$ cat src/rtl/tapq_pkg.sv
package tapq_pkg;

   typedef enum logic [1:0] {
      ST_IDLE   = 2'd0,
      ST_FIRST  = 2'd1,
      ST_HOLD   = 2'd2,
      ST_SECOND = 2'd3
   } tap_st_e;

   localparam logic [1:0] RATE_LOW  = 2'd0;
   localparam logic [1:0] RATE_MID  = 2'd1;
   localparam logic [1:0] RATE_HIGH = 2'd2;

   localparam logic [1:0] ADDR_THI  = 2'd0;
   localparam logic [1:0] ADDR_TLO  = 2'd1;
   localparam logic [1:0] ADDR_TIM  = 2'd2;
   localparam logic [1:0] ADDR_TOT  = 2'd3;

endpackage

$ cat src/rtl/tapq_regs.sv
module tapq_regs
   import tapq_pkg::*;
#(
   parameter int DW      = 8,
   parameter int MAXW    = 5,
   parameter int MINW    = 3,
   parameter int TLW     = 8,
   parameter int HI_RST  = 200,
   parameter int LO_RST  = 26,
   parameter int TIM_RST = 8'hA2,
   parameter int TOT_RST = 8'h24
) (
   input  logic             clk,
   input  logic             rst,
   input  logic             oper,
   input  logic             wr_en,
   input  logic [1:0]       wr_addr,
   input  logic [DW-1:0]    wr_data,
   output logic [DW-1:0]    thr_hi,
   output logic [DW-1:0]    thr_lo,
   output logic [MAXW-1:0]  dur_max,
   output logic [MINW-1:0]  dur_min,
   output logic [TLW-1:0]   tot_lim
);

   localparam int TIMW = MAXW + MINW;

   if (TIMW > DW) begin : g_bad_tim
      $error("timing fields wider than write data");
   end
   if (TLW > DW) begin : g_bad_tot
      $error("total limit wider than write data");
   end

   logic [DW-1:0]   hi_q, lo_q;
   logic [TIMW-1:0] tim_q;
   logic [TLW-1:0]  tot_q;
   logic            wr_ok;

   assign wr_ok = wr_en && !oper;

   always_ff @(posedge clk) begin
      if (rst) begin
         hi_q  <= DW'(HI_RST);
         lo_q  <= DW'(LO_RST);
         tim_q <= TIMW'(TIM_RST);
         tot_q <= TLW'(TOT_RST);
      end else if (wr_ok) begin
         case (wr_addr)
            ADDR_THI: hi_q  <= wr_data;
            ADDR_TLO: lo_q  <= wr_data;
            ADDR_TIM: tim_q <= wr_data[TIMW-1:0];
            default:  tot_q <= wr_data[TLW-1:0];
         endcase
      end
   end

   assign thr_hi  = hi_q;
   assign thr_lo  = lo_q;
   assign dur_max = tim_q[TIMW-1:MINW];
   assign dur_min = tim_q[MINW-1:0];
   assign tot_lim = tot_q;


   locked_regs_chk: assert property (@(posedge clk) disable iff (rst)
      (oper && wr_en) |=> ($stable(thr_hi) && $stable(thr_lo) &&
                           $stable(dur_max) && $stable(dur_min) && $stable(tot_lim)));

endmodule

$ cat src/rtl/tapq_tick.sv
module tapq_tick
   import tapq_pkg::*;
#(
   parameter int PRE_LOG2 = 2
) (
   input  logic       clk,
   input  logic       rst,
   input  logic       oper,
   input  logic       smp_valid,
   input  logic [1:0] rate_sel,
   output logic       tick
);

   if (PRE_LOG2 < 0 || PRE_LOG2 > 2) begin : g_bad_pre
      $error("prescaler range must be 0 to 2");
   end

   if (PRE_LOG2 == 0) begin : g_direct
      logic unused_rate;
      assign unused_rate = ^{rate_sel, clk, rst};
      assign tick = smp_valid && oper;
   end else begin : g_count
      localparam int PRE_W = PRE_LOG2;
      logic [PRE_W-1:0] pcnt_q;
      logic [PRE_W-1:0] div_m1;
      logic [1:0]       shft;

      always_comb begin
         if (rate_sel == RATE_LOW)      shft = 2'd0;
         else if (rate_sel == RATE_MID) shft = 2'd1;
         else                           shft = 2'd2;
         if (32'(shft) > PRE_LOG2)      shft = 2'(PRE_LOG2);
         div_m1 = PRE_W'((32'd1 << shft) - 32'd1);
      end

      assign tick = smp_valid && oper && (pcnt_q >= div_m1);

      always_ff @(posedge clk) begin
         if (rst || !oper) begin
            pcnt_q <= '0;
         end else if (smp_valid) begin
            if (pcnt_q >= div_m1) pcnt_q <= '0;
            else                  pcnt_q <= pcnt_q + 1'b1;
         end
      end


      mid_rate_alt_chk: assert property (@(posedge clk) disable iff (rst)
         (tick && rate_sel == RATE_MID && $past(rate_sel) == RATE_MID && $past(oper))
         |-> !$past(tick));
   end

endmodule

$ cat src/rtl/tapq_detect.sv
module tapq_detect
   import tapq_pkg::*;
#(
   parameter int DW   = 8,
   parameter int MAXW = 5,
   parameter int MINW = 3,
   parameter int TLW  = 8,
   parameter int WIN  = 64
) (
   input  logic            clk,
   input  logic            rst,
   input  logic            oper,
   input  logic            tick,
   input  logic [DW-1:0]   sample,
   input  logic [DW-1:0]   thr_hi,
   input  logic [DW-1:0]   thr_lo,
   input  logic [MAXW-1:0] dur_max,
   input  logic [MINW-1:0] dur_min,
   input  logic [TLW-1:0]  tot_lim,
   output logic            single_tap,
   output logic            double_tap
);

   localparam int DUR_W = MAXW + 1;
   localparam int TOT_W = TLW + 1;
   localparam int GAP_W = $clog2(WIN);

   if (WIN < 2) begin : g_bad_win
      $error("window must span at least two ticks");
   end
   if (MINW > MAXW) begin : g_bad_min
      $error("minimum field wider than maximum field");
   end

   tap_st_e          st_q, st_n;
   logic [DUR_W-1:0] dur_q, dur_n, dur_inc;
   logic [TOT_W-1:0] tot_q, tot_n, tot_inc;
   logic [GAP_W-1:0] gap_q, gap_n;
   logic             sgl_q, sgl_n, dbl_q, dbl_n;
   logic             inb, dur_ok, tot_ok;

   assign inb     = (sample > thr_lo) && (sample < thr_hi);
   assign dur_inc = (&dur_q) ? dur_q : dur_q + 1'b1;
   assign tot_inc = (&tot_q) ? tot_q : tot_q + 1'b1;
   assign dur_ok  = (dur_q >= DUR_W'(dur_min)) && (dur_q <= DUR_W'(dur_max));
   assign tot_ok  = (tot_q <= TOT_W'(tot_lim));

   always_comb begin
      st_n  = st_q;
      dur_n = dur_q;
      tot_n = tot_q;
      gap_n = gap_q;
      sgl_n = 1'b0;
      dbl_n = 1'b0;
      if (tick) begin
         case (st_q)
            ST_IDLE: begin
               if (inb) begin
                  st_n  = ST_FIRST;
                  dur_n = DUR_W'(1);
                  tot_n = TOT_W'(1);
               end
            end
            ST_FIRST: begin
               if (inb) begin
                  dur_n = dur_inc;
                  tot_n = tot_inc;
               end else if (dur_ok) begin
                  st_n  = ST_HOLD;
                  gap_n = '0;
               end else begin
                  st_n  = ST_IDLE;
               end
            end
            ST_HOLD: begin
               if (inb) begin
                  st_n  = ST_SECOND;
                  dur_n = DUR_W'(1);
                  tot_n = tot_inc;
               end else if (gap_q == GAP_W'(WIN - 1)) begin
                  st_n  = ST_IDLE;
                  sgl_n = 1'b1;
               end else begin
                  gap_n = gap_q + 1'b1;
               end
            end
            default: begin
               if (inb) begin
                  dur_n = dur_inc;
                  tot_n = tot_inc;
               end else begin
                  st_n = ST_IDLE;
                  if (!dur_ok)     sgl_n = 1'b1;
                  else if (tot_ok) dbl_n = 1'b1;
               end
            end
         endcase
      end
   end

   always_ff @(posedge clk) begin
      if (rst || !oper) begin
         st_q  <= ST_IDLE;
         dur_q <= '0;
         tot_q <= '0;
         gap_q <= '0;
         sgl_q <= 1'b0;
         dbl_q <= 1'b0;
      end else begin
         st_q  <= st_n;
         dur_q <= dur_n;
         tot_q <= tot_n;
         gap_q <= gap_n;
         sgl_q <= sgl_n;
         dbl_q <= dbl_n;
      end
   end

   assign single_tap = sgl_q;
   assign double_tap = dbl_q;


   single_one_clk_chk: assert property (@(posedge clk) disable iff (rst)
      single_tap |=> !single_tap);


   double_one_clk_chk: assert property (@(posedge clk) disable iff (rst)
      double_tap |=> !double_tap);


   pulse_excl_chk: assert property (@(posedge clk) disable iff (rst)
      !(single_tap && double_tap));


   idle_quiet_chk: assert property (@(posedge clk) disable iff (rst)
      !oper |=> (!single_tap && !double_tap));


   double_src_chk: assert property (@(posedge clk) disable iff (rst)
      double_tap |-> ($past(st_q) == ST_SECOND && $past(tick)));

endmodule

$ cat src/rtl/tap_qualifier.sv
module tap_qualifier
   import tapq_pkg::*;
#(
   parameter int DW       = 8,
   parameter int MAXW     = 5,
   parameter int MINW     = 3,
   parameter int TLW      = 8,
   parameter int WIN      = 64,
   parameter int PRE_LOG2 = 2
) (
   input  logic          clk,
   input  logic          rst,
   input  logic          oper,
   input  logic [1:0]    rate_sel,
   input  logic          smp_valid,
   input  logic [DW-1:0] smp_jerk,
   input  logic          wr_en,
   input  logic [1:0]    wr_addr,
   input  logic [DW-1:0] wr_data,
   output logic          single_tap,
   output logic          double_tap
);

   logic [DW-1:0]   thr_hi, thr_lo;
   logic [MAXW-1:0] dur_max;
   logic [MINW-1:0] dur_min;
   logic [TLW-1:0]  tot_lim;
   logic            tick;

   tapq_regs #(
      .DW(DW), .MAXW(MAXW), .MINW(MINW), .TLW(TLW)
   ) u_regs (
      .clk(clk), .rst(rst), .oper(oper),
      .wr_en(wr_en), .wr_addr(wr_addr), .wr_data(wr_data),
      .thr_hi(thr_hi), .thr_lo(thr_lo),
      .dur_max(dur_max), .dur_min(dur_min), .tot_lim(tot_lim)
   );

   tapq_tick #(
      .PRE_LOG2(PRE_LOG2)
   ) u_tick (
      .clk(clk), .rst(rst), .oper(oper),
      .smp_valid(smp_valid), .rate_sel(rate_sel), .tick(tick)
   );

   tapq_detect #(
      .DW(DW), .MAXW(MAXW), .MINW(MINW), .TLW(TLW), .WIN(WIN)
   ) u_detect (
      .clk(clk), .rst(rst), .oper(oper), .tick(tick), .sample(smp_jerk),
      .thr_hi(thr_hi), .thr_lo(thr_lo),
      .dur_max(dur_max), .dur_min(dur_min), .tot_lim(tot_lim),
      .single_tap(single_tap), .double_tap(double_tap)
   );

endmodule

$ cat config.mk
export PLATFORM = sky130hd
export DESIGN_NAME = tap_qualifier
export DESIGN_NICKNAME = d
export VERILOG_FILES = /design/src/rtl/tapq_pkg.sv /design/src/rtl/tapq_regs.sv /design/src/rtl/tapq_tick.sv /design/src/rtl/tapq_detect.sv /design/src/rtl/tap_qualifier.sv
export SDC_FILE = /design/constraint.sdc
export NUM_CORES = 1
export LEC_CHECK = 0
export BUFFER_PORTS_ARGS = -buffer_cell sky130_fd_sc_hd__buf_2
export CAP_MARGIN = 20
export CORE_UTILIZATION = 30
export CTS_BUF_LIST = sky130_fd_sc_hd__clkbuf_8
export DETAILED_ROUTE_END_ITERATION = 16
export SETUP_SLACK_MARGIN = 0.3
export SYNTH_ARGS = -nofsm -noshare
export SYNTH_HDL_FRONTEND = slang
export SYNTH_SLANG_ARGS = --single-unit
$ cat constraint.sdc
create_clock -name clk -period 2.2 [get_ports clk]
set_input_delay 0.11 -clock clk [delete_from_list [all_inputs] [get_ports clk]]
set_output_delay 0.11 -clock clk [all_outputs]
set_load 0.01 [all_outputs]
==> results by group, run 1 <==
Finish
  • Layout cells sized above 1: 34.56%
  • Post-route non-filler standard cell count: 629
  • Layout net count: 546
  • # fillers: 1,073
  • Sequential cell area: 1207 um^2
  • Layout Utilization: 41.41%
  • Ant diodes: 0
  • Multi-input gate area: 2476 um^2
  • Fin area: 4548 um^2
  • Layout area overhead: 32.33%

STA
  • Slew @ Worst Pin: 0.7968 ns
  • Worst Clk Skew: 0.01159 ns
  • Rel. slew slack: 46.68%
  • Final worst-path cycle share: 96.19%
  • Final number of setup-violating endpoints: 0
  • Final Hold Vio Count: 0
  • RSZ-0062 raised after global routing: yes
  • Sum Neg Setup Slack: 0 ns
  • Min Tclk post-route: 2.116 ns
  • FMAX: 0.4726 GHz
  • Final max-slew violation count: 0

Logic synthesis
  • Ys Warns: 0
  • Post-Syn Area: 3437 um^2
  • Cells after synthesis: 433
  • Primary FF master, synth: dfxtp_1
  • Asr flop ratio synth: 0%
  • Leading area contributor after synthesis: dfxtp_1
  • Post-synth cell types: 51
  • Syn_area_per_cell: 7.938 um^2
  • Post-synth EDFFs: 0
  • Post-synth top area share: 34.36%
  • Syn Nets: 495
  • Cell with the most instances after synthesis: nand2_1
  • Register area share after synthesis: 34.36%
  • Top post-synthesis cells by area: dfxtp_1 (34%), ha_1 (13%), nand2_1 (8.3%)
  • Synth top cells by count: nand2_1 (76), dfxtp_1 (59), ha_1 (37)
  • Flops & latches, synth: 59

Setup path
  • WS Path Type: reg2reg
  • Peak fanout along the critical path: 4
  • Req. time, crit path: 2.45 ns
  • Arrival time worst endpoint: 2.36 ns
  • Critical path buffer and inverter count: 1
  • CP cell instances: inv_2 > ha_4 > a21oi_2 > nand2_2 > a221oi_4 > o21ai_1 > or4_1 > a31oi_1
  • Startpoint Class: register
  • Setup crit end kind: register
  • Worst stage delay on the critical path: 0.49 ns
  • Slowest-stage cell, CP: or4_1
  • Top delay family on crit path: compound AO/OA/AOI/OAI gates

Route
  • Final wirelength: 9.401 mm
  • DRC violations left: 0
  • Vias: 3,321
  • Routed Antenna Nets: 0
  • Detailed Route Iter0 Violations: 77
  • DR WL/cell: 14.95 um
  • Avg Vias per Cell: 5.280
  • DRT Pass-1 Iters: 4

Place
  • Placed inst area: 3890 um^2
  • GPL Wtd Cong: 0.8649
  • Input/output buffers: 26
  • Placed Cells incl. Taps: 604
  • Detailed Place HPWL: 6.540 mm

Global route
  • Antenna violations before repair: 0
  • Residual overflow from global routing: 0
  • Global-route wire length before repair: 15.57 mm
  • GRT Total Usage: 17.11%
  • Largest net degree at the start of global routing: 36
  • Number of global-route vias before repair: 3,279

Floorplanning
  • Initial Util: 31.29%
  • Core Box Area: 10,980 um^2
  • Die Y: 109.0 um
  • IO Count: 27
  • Die W: 109.0 um
  • Die ar.: 11,890 um^2
  • Row cnt: 38

Pwr
  • Peak supply drop: 0.0002212 V
  • Pwr dens: 506.0 nW/um^2
  • Static Leak: 1.740 nW
  • Design Power: 2.301 mW

Clock network
  • Num CTS Buffers: 9
  • Clk root buf: clkbuf_8
  • CTS tree: yes
  • CTS Sinks: 59
  • CTS HTree Levels: 3
  • Clk_lat worst skew: 0.34 ns
  • Clock transition at path regs: 0.07 ns
  • Clock buffer depth: 2

Run
  • Max-Cap Viols: 0

Run status
  • Status: finished clean

Hold path
  • Worst min path class: in2reg
## cell usage in the layout, fill, tap and decap left out, types with 7 or more instances in the layout
cell type  count
nand2_1       75
dfxtp_1       38
a21oi_1       29
buf_4         29
inv_1         26
buf_2         26
ha_1          22
dfxtp_2       21
nor2_1        19
ha_4          15
nand3_1       11
clkbuf_8      11
inv_2         10
nand4_1       10
nand3b_1      10
a21oi_2        7
o22ai_1        7
## state kept, by name, indices dropped and copies added (netlist names)
register / count
u_detect.dur_q: 6
u_regs.thr_hi: 8
u_detect.gap_q: 6
u_tick.g_count.pcnt_q: 2
u_detect.single_tap: 1
u_detect.st_q: 2
u_regs.tot_lim: 8
u_regs.thr_lo: 8
u_detect.double_tap: 1
u_regs.tim_q: 8
u_detect.tot_q: 9
## where the power goes
part / switching (mW) / internal (mW)
Combinational: 0.184 / 0.142
Sequential: 0.0106 / 1.09
Clock: 0.424 / 0.454
## worst min-delay path, cell delays in order
cell and delay (ns):
buf_2 0.13, nand2_1 0.06, a21oi_1 0.05
## metal layers
metal	global-route usage [%]	vias up	wire length [um]
met5	0	-	0
met4	5.212	0	148
met3	4.244	13	396
met2	28.98	75	4462
met1	21.23	1588	4394
li1	-	1645	-
## final cells by class
class,instances,area share (%)
Clock buffer,11,3.329
Clock inverter,5,0.4677
Inverter,33,2.724
Multi-Input combinational cell,322,54.44
Sequential cell,59,26.55
Tap cell,140,3.851
Timing Repair Buffer,59,8.638
## stage by stage
stage	hold slack (ns)	setup slack [ns]
floorplan	0.2278	0.2017
global placement	0.3958	-0.01654
global route	0.05447	-0.04765
CTS	0.04519	0.1033
finish	0.04652	0.08383
detailed placement	0.4047	-0.1709
## timing repair
item,CTS,global route
buffers inserted,8,1
pin swaps,37,20
resized for setup,71,25
hold buffers,0,0
gates cloned,0,0
endpoints found under the setup margin,24,24
## final timing paths
kind,start,to,slack (ns),cells past startpoint
setup reg to reg,u_regs.thr_hi[6]$_SDFFE_PP1P_,u_detect.dur_q[2]$_SDFFE_PP0P_,0.08,8
hold reg to reg,u_regs.tot_lim[1]$_SDFFE_PP0P_,u_regs.tot_lim[1]$_SDFFE_PP0P_,0.46,2
hold / removal,wr_data[7],u_regs.thr_lo[7]$_SDFFE_PP0P_,0.05,3
setup / recovery,u_regs.thr_hi[6]$_SDFFE_PP1P_,u_detect.dur_q[2]$_SDFFE_PP0P_,0.08,8
## kinds of logic (layout without fill, tap and decap cells)
kind of cell / after synthesis / count (layout) / synth area share (%)
mux: 5 / 5 / 1.456
fa+ha+maj: 37 / 37 / 13.47
compound gates: 95 / 95 / 17.98
flops: 59 / 59 / 34.36
xor+xnor: 2 / 2 / 0.5097
buf+inv: 52 / 108 / 5.970
simple gates: 183 / 183 / 26.25
(Power assumes the default switching activity.)
==> inputs of run 2 (changes only) <==
CORE_UTILIZATION = 45   (was 30)
HOLD_SLACK_MARGIN = 0.06   (was default)
==> run 2 against run 1 <==
Compared with the run above:
- wire length is 2.4% higher
- sequential share of layout area grew 0.25 points
- die area is 33% lower
- cell count decreased by 5.6%
- sequential power about the same
==> results by group, run 2 (same netlist as run 1, synthesis figures left out) <==
Run status
  • Status: finished clean

Route
  • DRT Pass-1 Iters: 7 (+3)
  • Detailed Route Iter0 Violations: 152 (+97%)
  • DR WL/cell: 16.20 um (+8.4%)
  • Avg Vias per Cell: 5.606 (+6.2%)
  • Final wirelength: 9.622 mm (+2.4%)
  • Routed Antenna Nets: 0 (unchanged)
  • Vias: 3,330 (+0.27%)
  • DRC violations left: 0 (unchanged)

Floorplanning
  • IO Count: 27 (unchanged)
  • Row cnt: 31 (-18%)
  • Die ar.: 7991 um^2 (-33%)
  • Core Box Area: 7331 um^2 (-33%)
  • Die W: 89.40 um (-18%)
  • Die Y: 89.40 um (-18%)
  • Initial Util: 46.89% (+16 points)

Finish
  • Layout cells sized above 1: 31.11% (-3.4 points)
  • Number of flip-flops in the largest register: 9 (unchanged)
  • # fillers: 640 (-40%)
  • Biggest register: u_detect.tot_q
  • Leading cell type in the layout, fill and taps excluded: nand2_1
  • Layout net count: 552 (+1.1%)
  • Fin area: 4519 um^2 (-0.63%)
  • Most frequent cells in the layout: nand2_1 (74), dfxtp_1 (41), a21oi_1 (30), buf_4 (27)
  • Ant diodes: 0 (unchanged)
  • Layout area overhead: 31.49%

Clock network
  • CTS Sinks: 59 (unchanged)
  • Num CTS Buffers: 9 (unchanged)
  • Clock transition at path regs: 0.07 ns (about the same)
  • Clock buffer depth: 2 (unchanged)
  • CTS HTree Levels: 3 (unchanged)
  • Clk root buf: clkbuf_8
  • Clk_lat worst skew: 0.35 ns (about the same)
  • CTS tree: yes

Run
  • Max-Cap Viols: 0 (unchanged)

STA
  • RSZ-0062 raised after global routing: yes
  • Rel. slew slack: 53.13% (+6.5 points)
  • Worst Clk Skew: 0.008735 ns (-0.002850 ns)
  • Final number of setup-violating endpoints: 0 (unchanged)
  • Slew @ Worst Pin: 0.7004 ns (-0.09640 ns)
  • Min Tclk post-route: 2.149 ns (+0.03263 ns)
  • Final Hold Vio Count: 0 (unchanged)
  • Final worst-path cycle share: 97.67% (+1.5 points)
  • FMAX: 0.4654 GHz (-1.5%)
  • Final max-slew violation count: 0 (unchanged)

Place
  • Detailed Place HPWL: 6.541 mm (about the same)
  • GPL Wtd Cong: 0.8966 (+3.7%)
  • Input/output buffers: 26 (unchanged)
  • Placed inst area: 3836 um^2 (-1.4%)

Global route
  • Gr busiest metal: met2
  • Residual overflow from global routing: 0 (unchanged)
  • GRT Total Usage: 25.36% (+8.3 points)
  • Number of global-route vias before repair: 3,174 (-3.2%)
  • Met1 global-route usage: 31.17% (+9.9 points)
  • Global-route wire length before repair: 15.10 mm (-3.0%)
  • Met2 GRT Util: 43.72% (+15 points)
  • Global Route met3 Usage: 4.894% (+0.65 points)
  • Antenna violations before repair: 0 (unchanged)
  • Largest net degree at the start of global routing: 34 (-5.6%)

Setup path
  • R2R setup slack: 0.05 ns (-0.03 ns)
  • Startpoint Class: register
  • Req. time, crit path: 2.44 ns (about the same)
  • WS Path Type: reg2reg
  • Setup crit end kind: register
  • Arrival time worst endpoint: 2.39 ns (+0.03 ns)
  • Peak fanout along the critical path: 5 (+1)

Pwr
  • Peak supply drop: 0.0003530 V (+60%)
  • Pwr dens: 517.6 nW/um^2 (+2.3%)
  • Design Power: 2.339 mW (+1.6%)
  • Static Leak: 1.736 nW (-0.20%)

Hold path
  • Worst min path class: in2reg
-- run 2: critical path, stage by stage (launching register included) --
cell and delay (ns):
dfxtp_2 0.33, inv_2 0.04, ha_4 0.21, a21oi_2 0.13
nand2_2 0.09, a221oi_4 0.33, o211ai_1 0.25, or4_1 0.52
o211a_1 0.14
-- run 2: final timing paths --
path	start	to	depth (start not counted)
setup / recovery	u_regs.thr_hi[6]$_SDFFE_PP1P_	u_detect.tot_q[0]$_SDFFE_PP0P_	8
hold / removal	smp_valid	u_tick.g_count.pcnt_q[0]$_SDFFE_PP0P_	3
setup reg to reg	u_regs.thr_hi[6]$_SDFFE_PP1P_	u_detect.tot_q[0]$_SDFFE_PP0P_	8
hold reg to reg	u_regs.thr_lo[5]$_SDFFE_PP0P_	u_regs.thr_lo[5]$_SDFFE_PP0P_	2
-- run 2: area by class of cell --
type	instances	area (um^2)	area share, %
inverter	33	123.9	2.741
tap	99	123.9	2.741
timing repair buffer	65	466.7	10.33
multi-input combinational	322	2415	53.43
sequential	59	1211	26.80
clock inverter	6	41.29	0.9136
clock buffer	10	137.6	3.045
-- run 2: metal layers --
layer / up-vias / routed length [um]
met2: 92 / 4682
met4: 0 / 210
li1: 1655 / -
met3: 23 / 421
met1: 1560 / 4308
met5: - / 0
-- run 2: report_power, final --
part,leakage [nW],switching [mW],total (mW),internal [mW]
Combinational,1.17,0.177,0.321,0.143
Clock,0.0843,0.490,0.926,0.436
Sequential,0.482,0.0105,1.09,1.08
Total,1.74,0.677,2.34,1.66
-- run 2: timing repair --
action | 4_1_cts | 5_1_grt
cloned | 0 | 0
hold buffers | 8 | 0
buffers inserted | 5 | 4
endpoints found under the setup margin | 24 | 25
endpoints found under the hold margin | 22 | 0
resized for setup | 42 | 35
pin swaps | 26 | 21
-- run 2: per-stage QoR --
step | hold WS (ns) | util (%) | setup WS [ns] | instances | TNS [ns]
after floorplan | 0.2278 | - | 0.2017 | 433 | 0
after global placement | 0.3941 | 52.33 | 0.03356 | 561 | 0
after detailed placement | 0.3977 | 52.33 | -0.04112 | 561 | -0.06700
after CTS | 0.09037 | 59.14 | 0.03933 | 590 | 0
after global routing | 0.1250 | 61.65 | -0.06027 | 594 | -0.1688
final | 0.1090 | 61.65 | 0.05120 | 594 | 0
==> inputs of run 3 (changes only) <==
ABC_AREA = 1   (was default)
CORE_UTILIZATION = 60   (was 45)
CTS_BUF_LIST = default   (was sky130_fd_sc_hd__clkbuf_8)
PLACE_DENSITY = 0.8   (was default)
==> run 3 against run 2 <==
Compared with the run above:
- sequential power hardly changed
- critical endpoint is now u_detect.gap_q[5]$_SDFFE_PP0P_
- wire length fell by 18%
- non-clock buffer count is 33 lower
- critical path type unchanged
==> results by group, run 3 <==
Logic synthesis
  • Syn_area_per_cell: 7.415 um^2 (-6.6%)
  • Cells after synthesis: 476 (+9.9%)
  • Leading area contributor after synthesis: dfxtp_1
  • Post-synth EDFFs: 0 (unchanged)
  • Post-synth top area share: 33.46% (-0.90 points)
  • Post-synth cell types: 40 (-22%)
  • Synth top cells by count: nand2_1 (88), inv_1 (61), dfxtp_1 (59)
  • Register area share after synthesis: 33.46% (-0.90 points)
  • Flops & latches, synth: 59 (unchanged)
  • Syn Nets: 538 (+8.7%)
  • Post-Syn Area: 3530 um^2 (+2.7%)
  • Cell with the most instances after synthesis: nand2_1
  • Top post-synthesis cells by area: dfxtp_1 (33%), ha_1 (13%), nand2_1 (9.4%)
  • Primary FF master, synth: dfxtp_1
  • Ys Warns: 0 (unchanged)
  • Asr flop ratio synth: 0% (unchanged)

STA
  • Min Tclk post-route: 1.825 ns (-0.3234 ns)
  • Final number of setup-violating endpoints: 0 (unchanged)
  • Sum Neg Setup Slack: 0 ns (unchanged)
  • RSZ-0062 raised after global routing: yes
  • Worst Clk Skew: 0.004713 ns (-0.004021 ns)
  • FMAX: 0.5478 GHz (+18%)
  • Final max-slew violation count: 0 (unchanged)
  • Final Hold Vio Count: 0 (unchanged)
  • Rel. slew slack: 62.07% (+8.9 points)
  • WHS: 0.06671 ns (-0.04234 ns)
  • Slew @ Worst Pin: 0.5655 ns (-0.1350 ns)
  • Final worst-path cycle share: 82.97% (-15 points)

Floorplanning
  • Die Y: 78.70 um (-12%)
  • Initial Util: 63.32% (+16 points)
  • Die ar.: 6194 um^2 (-22%)
  • Row cnt: 27 (-13%)
  • Die W: 78.70 um (-12%)
  • IO Count: 27 (unchanged)
  • Core Box Area: 5574 um^2 (-24%)

Pwr
  • Part of the power in registers: 42.6% (-4.1 points)
  • Design Power: 2.581 mW (+10%)
  • Switching pwr: 613.1 uW (-9.5%)
  • Peak supply drop: 0.0005476 V (+55%)
  • Switching Share: 23.75% (-5.2 points)
  • Pwr dens: 626.0 nW/um^2 (+21%)
  • Clock power frac: 46.6% (+7.0 points)
  • Static Leak: 1.830 nW (+5.4%)
  • Internal power: 1.968 mW (+18%)
  • Comb pwr share: 10.8% (-2.9 points)

Setup path
  • Peak fanout along the critical path: 4 (-1)
  • Req. time, crit path: 2.45 ns (about the same)
  • Cell mode on critical path: inv_1
  • R2r startpoint: u_detect.dur_q[0]$_SDFFE_PP0P_
  • CP cell instances: inv_1 > ha_1 > inv_1 > a21boi_0 > o21ai_0 > nand2_1 > nand3_4 > nand2_4 > buf_4 > nand4_1 > a21oi_1
  • Slowest-stage cell, CP: dfxtp_2
  • R2R cell count: 11 (+3)
  • Arrival time worst endpoint: 2.08 ns (-0.31 ns)
  • Worst stage delay on the critical path: 0.35 ns (-0.17 ns)
  • Startpoint Class: register
  • R2R setup slack: 0.37 ns (+0.32 ns)
  • Setup crit end kind: register
  • Reg-to-Reg End: u_detect.gap_q[5]$_SDFFE_PP0P_
  • WS Path Type: reg2reg

Route
  • DR WL/cell: 13.37 um (-17%)
  • Detailed Route Iter0 Violations: 136 (-11%)
  • Final wirelength: 7.903 mm (-18%)
  • DRT Pass-1 Iters: 4 (-3)
  • Vias: 3,206 (-3.7%)
  • Avg Vias per Cell: 5.425 (-3.2%)
  • Routed Antenna Nets: 0 (unchanged)
  • DRC violations left: 0 (unchanged)

Hold path
  • Worst Hold Depth: 3 (unchanged)
  • Hold path start: wr_data[2]
  • Worst min path class: in2reg
  • Hold EP: u_regs.tot_lim[2]$_SDFFE_PP1P_

Finish
  • Layout area overhead: 16.84%
  • Fin area: 4124 um^2 (-8.7%)
  • Post-route non-filler standard cell count: 591 (-0.51%)
  • Layout cells sized above 1: 20.81% (-10 points)
  • Biggest register: u_detect.tot_q
  • # fillers: 427 (-33%)
  • Ant diodes: 0 (unchanged)
  • Layout net count: 576 (+4.3%)
  • Leading cell type in the layout, fill and taps excluded: nand2_1
  • Number of flip-flops in the largest register: 9 (unchanged)
  • Most frequent cells in the layout: nand2_1 (86), inv_1 (61), dfxtp_1 (52), a21oi_1 (45), nor2_1 (40)

Run
  • Max-Cap Viols: 0 (unchanged)

Place
  • Detailed Place HPWL: 5.636 mm (-14%)
  • Placed Cells incl. Taps: 569 (+1.4%)
  • Input/output buffers: 26 (unchanged)
  • GPL Wtd Cong: 0.8671 (-3.3%)
  • Placed inst area: 3726 um^2 (-2.9%)

Global route
  • Largest net degree at the start of global routing: 34 (unchanged)
  • GRT Total Usage: 26.46% (+1.1 points)
  • Antenna violations before repair: 0 (unchanged)
  • Global-route wire length before repair: 12.76 mm (-16%)
  • Residual overflow from global routing: 0 (unchanged)
  • Number of global-route vias before repair: 2,919 (-8.0%)

Clock network
  • Clock transition at path regs: 0.06 ns (about the same)
  • Clock buffer depth: 2 (unchanged)
  • CTS HTree Levels: 3 (unchanged)
  • Num CTS Buffers: 9 (unchanged)
  • Clk root buf: clkbuf_8
  • Clk_lat worst skew: 0.34 ns (about the same)
  • CTS tree: yes
  • CTS Sinks: 59 (unchanged)

Run status
  • Status: finished clean
## run 3: critical path, delay by kind of cell (launching register included)
kind	cells	cell delay, ns
fa+ha+maj	1	0.28
simple gates	4	0.43
flops	1	0.35
buf+inv	3	0.22
compound gates	3	0.45
## run 3: worst max path at each step
stage,end,slack (ns),startpoint,cells after the start
2_1_floorplan,u_detect.st_q[1]$_SDFFE_PP0P_,0.56,u_regs.thr_lo[3]$_SDFFE_PP1P_,14
3_3_place_gp,u_detect.tot_q[3]$_SDFFE_PP0P_,0.43,u_regs.thr_lo[3]$_SDFFE_PP1P_,12
3_5_place_dp,u_detect.dur_q[5]$_SDFFE_PP0P_,0.32,rate_sel[0],13
4_1_cts,u_detect.tot_q[2]$_SDFFE_PP0P_,0.36,u_regs.thr_lo[3]$_SDFFE_PP1P_,12
5_1_grt,u_detect.tot_q[0]$_SDFFE_PP0P_,0.26,u_regs.thr_lo[7]$_SDFFE_PP0P_,12
6_report,u_detect.gap_q[5]$_SDFFE_PP0P_,0.37,u_detect.dur_q[0]$_SDFFE_PP0P_,11
## run 3: per-stage QoR
stage / util, % / worst slack, ns
floorplan: - / 0.5634
global placement: 66.85 / 0.4314
detailed placement: 66.85 / 0.3213
CTS: 71.36 / 0.3593
global route: 73.98 / 0.2553
finish: 73.98 / 0.3746
## run 3: layout make-up
| cell class | instances | area [um^2] | share of cell area, % |
|---|---|---|---|
| multi-input cells | 335 | 2118 | 51.37 |
| flip-flops and latches | 59 | 1190 | 28.85 |
| inverters | 76 | 297.8 | 7.221 |
| repair buffers | 32 | 181.4 | 4.399 |
| clock buffers | 11 | 141.4 | 3.428 |
| clock inverters | 5 | 100.1 | 2.427 |
| well taps | 72 | 90.09 | 2.184 |
| repair inverters | 1 | 5.005 | 0.1214 |
## run 3: cell families (layout without fill, tap and decap cells)
logic type                 Yosys count  count (layout)  synth area share, %
AOI/OAI and AO/OA                   98              98                15.31
DFF                                 59              59                33.46
and+or+nand+nor                    190             191                26.52
adders and majority gates           37              37                13.12
xor gates and xnor gates             9               9                2.233
buffers and inverters               83             125                9.358
## run 3: layer usage
metal / vias up / routed length (um) / track usage (%)
met3: 7 / 262 / 6.667
li1: 1657 / - / -
met2: 50 / 3972 / 46.09
met4: 0 / 68 / 6.852
met1: 1492 / 3600 / 32.37
met5: - / 0 / 0
## run 3: power by group through the flow
stage | registers (mW) | logic (mW) | clock network [mW]
2_1_floorplan | 1.12 | 0.170 | 0
3_3_place_gp | 1.12 | 0.235 | 0
3_5_place_dp | 1.12 | 0.243 | 0
4_1_cts | 1.10 | 0.247 | 1.22
5_1_grt | 1.10 | 0.312 | 1.26
6_report | 1.10 | 0.280 | 1.20
## run 3: repair_timing
| action | CTS | global route |
|---|---|---|
| gates resized for setup | 0 | 32 |
| setup buffers | 0 | 3 |
| hold endpoints to repair | 1 | 0 |
| hold buffers | 1 | 0 |
| endpoints found under the setup margin | 0 | 21 |
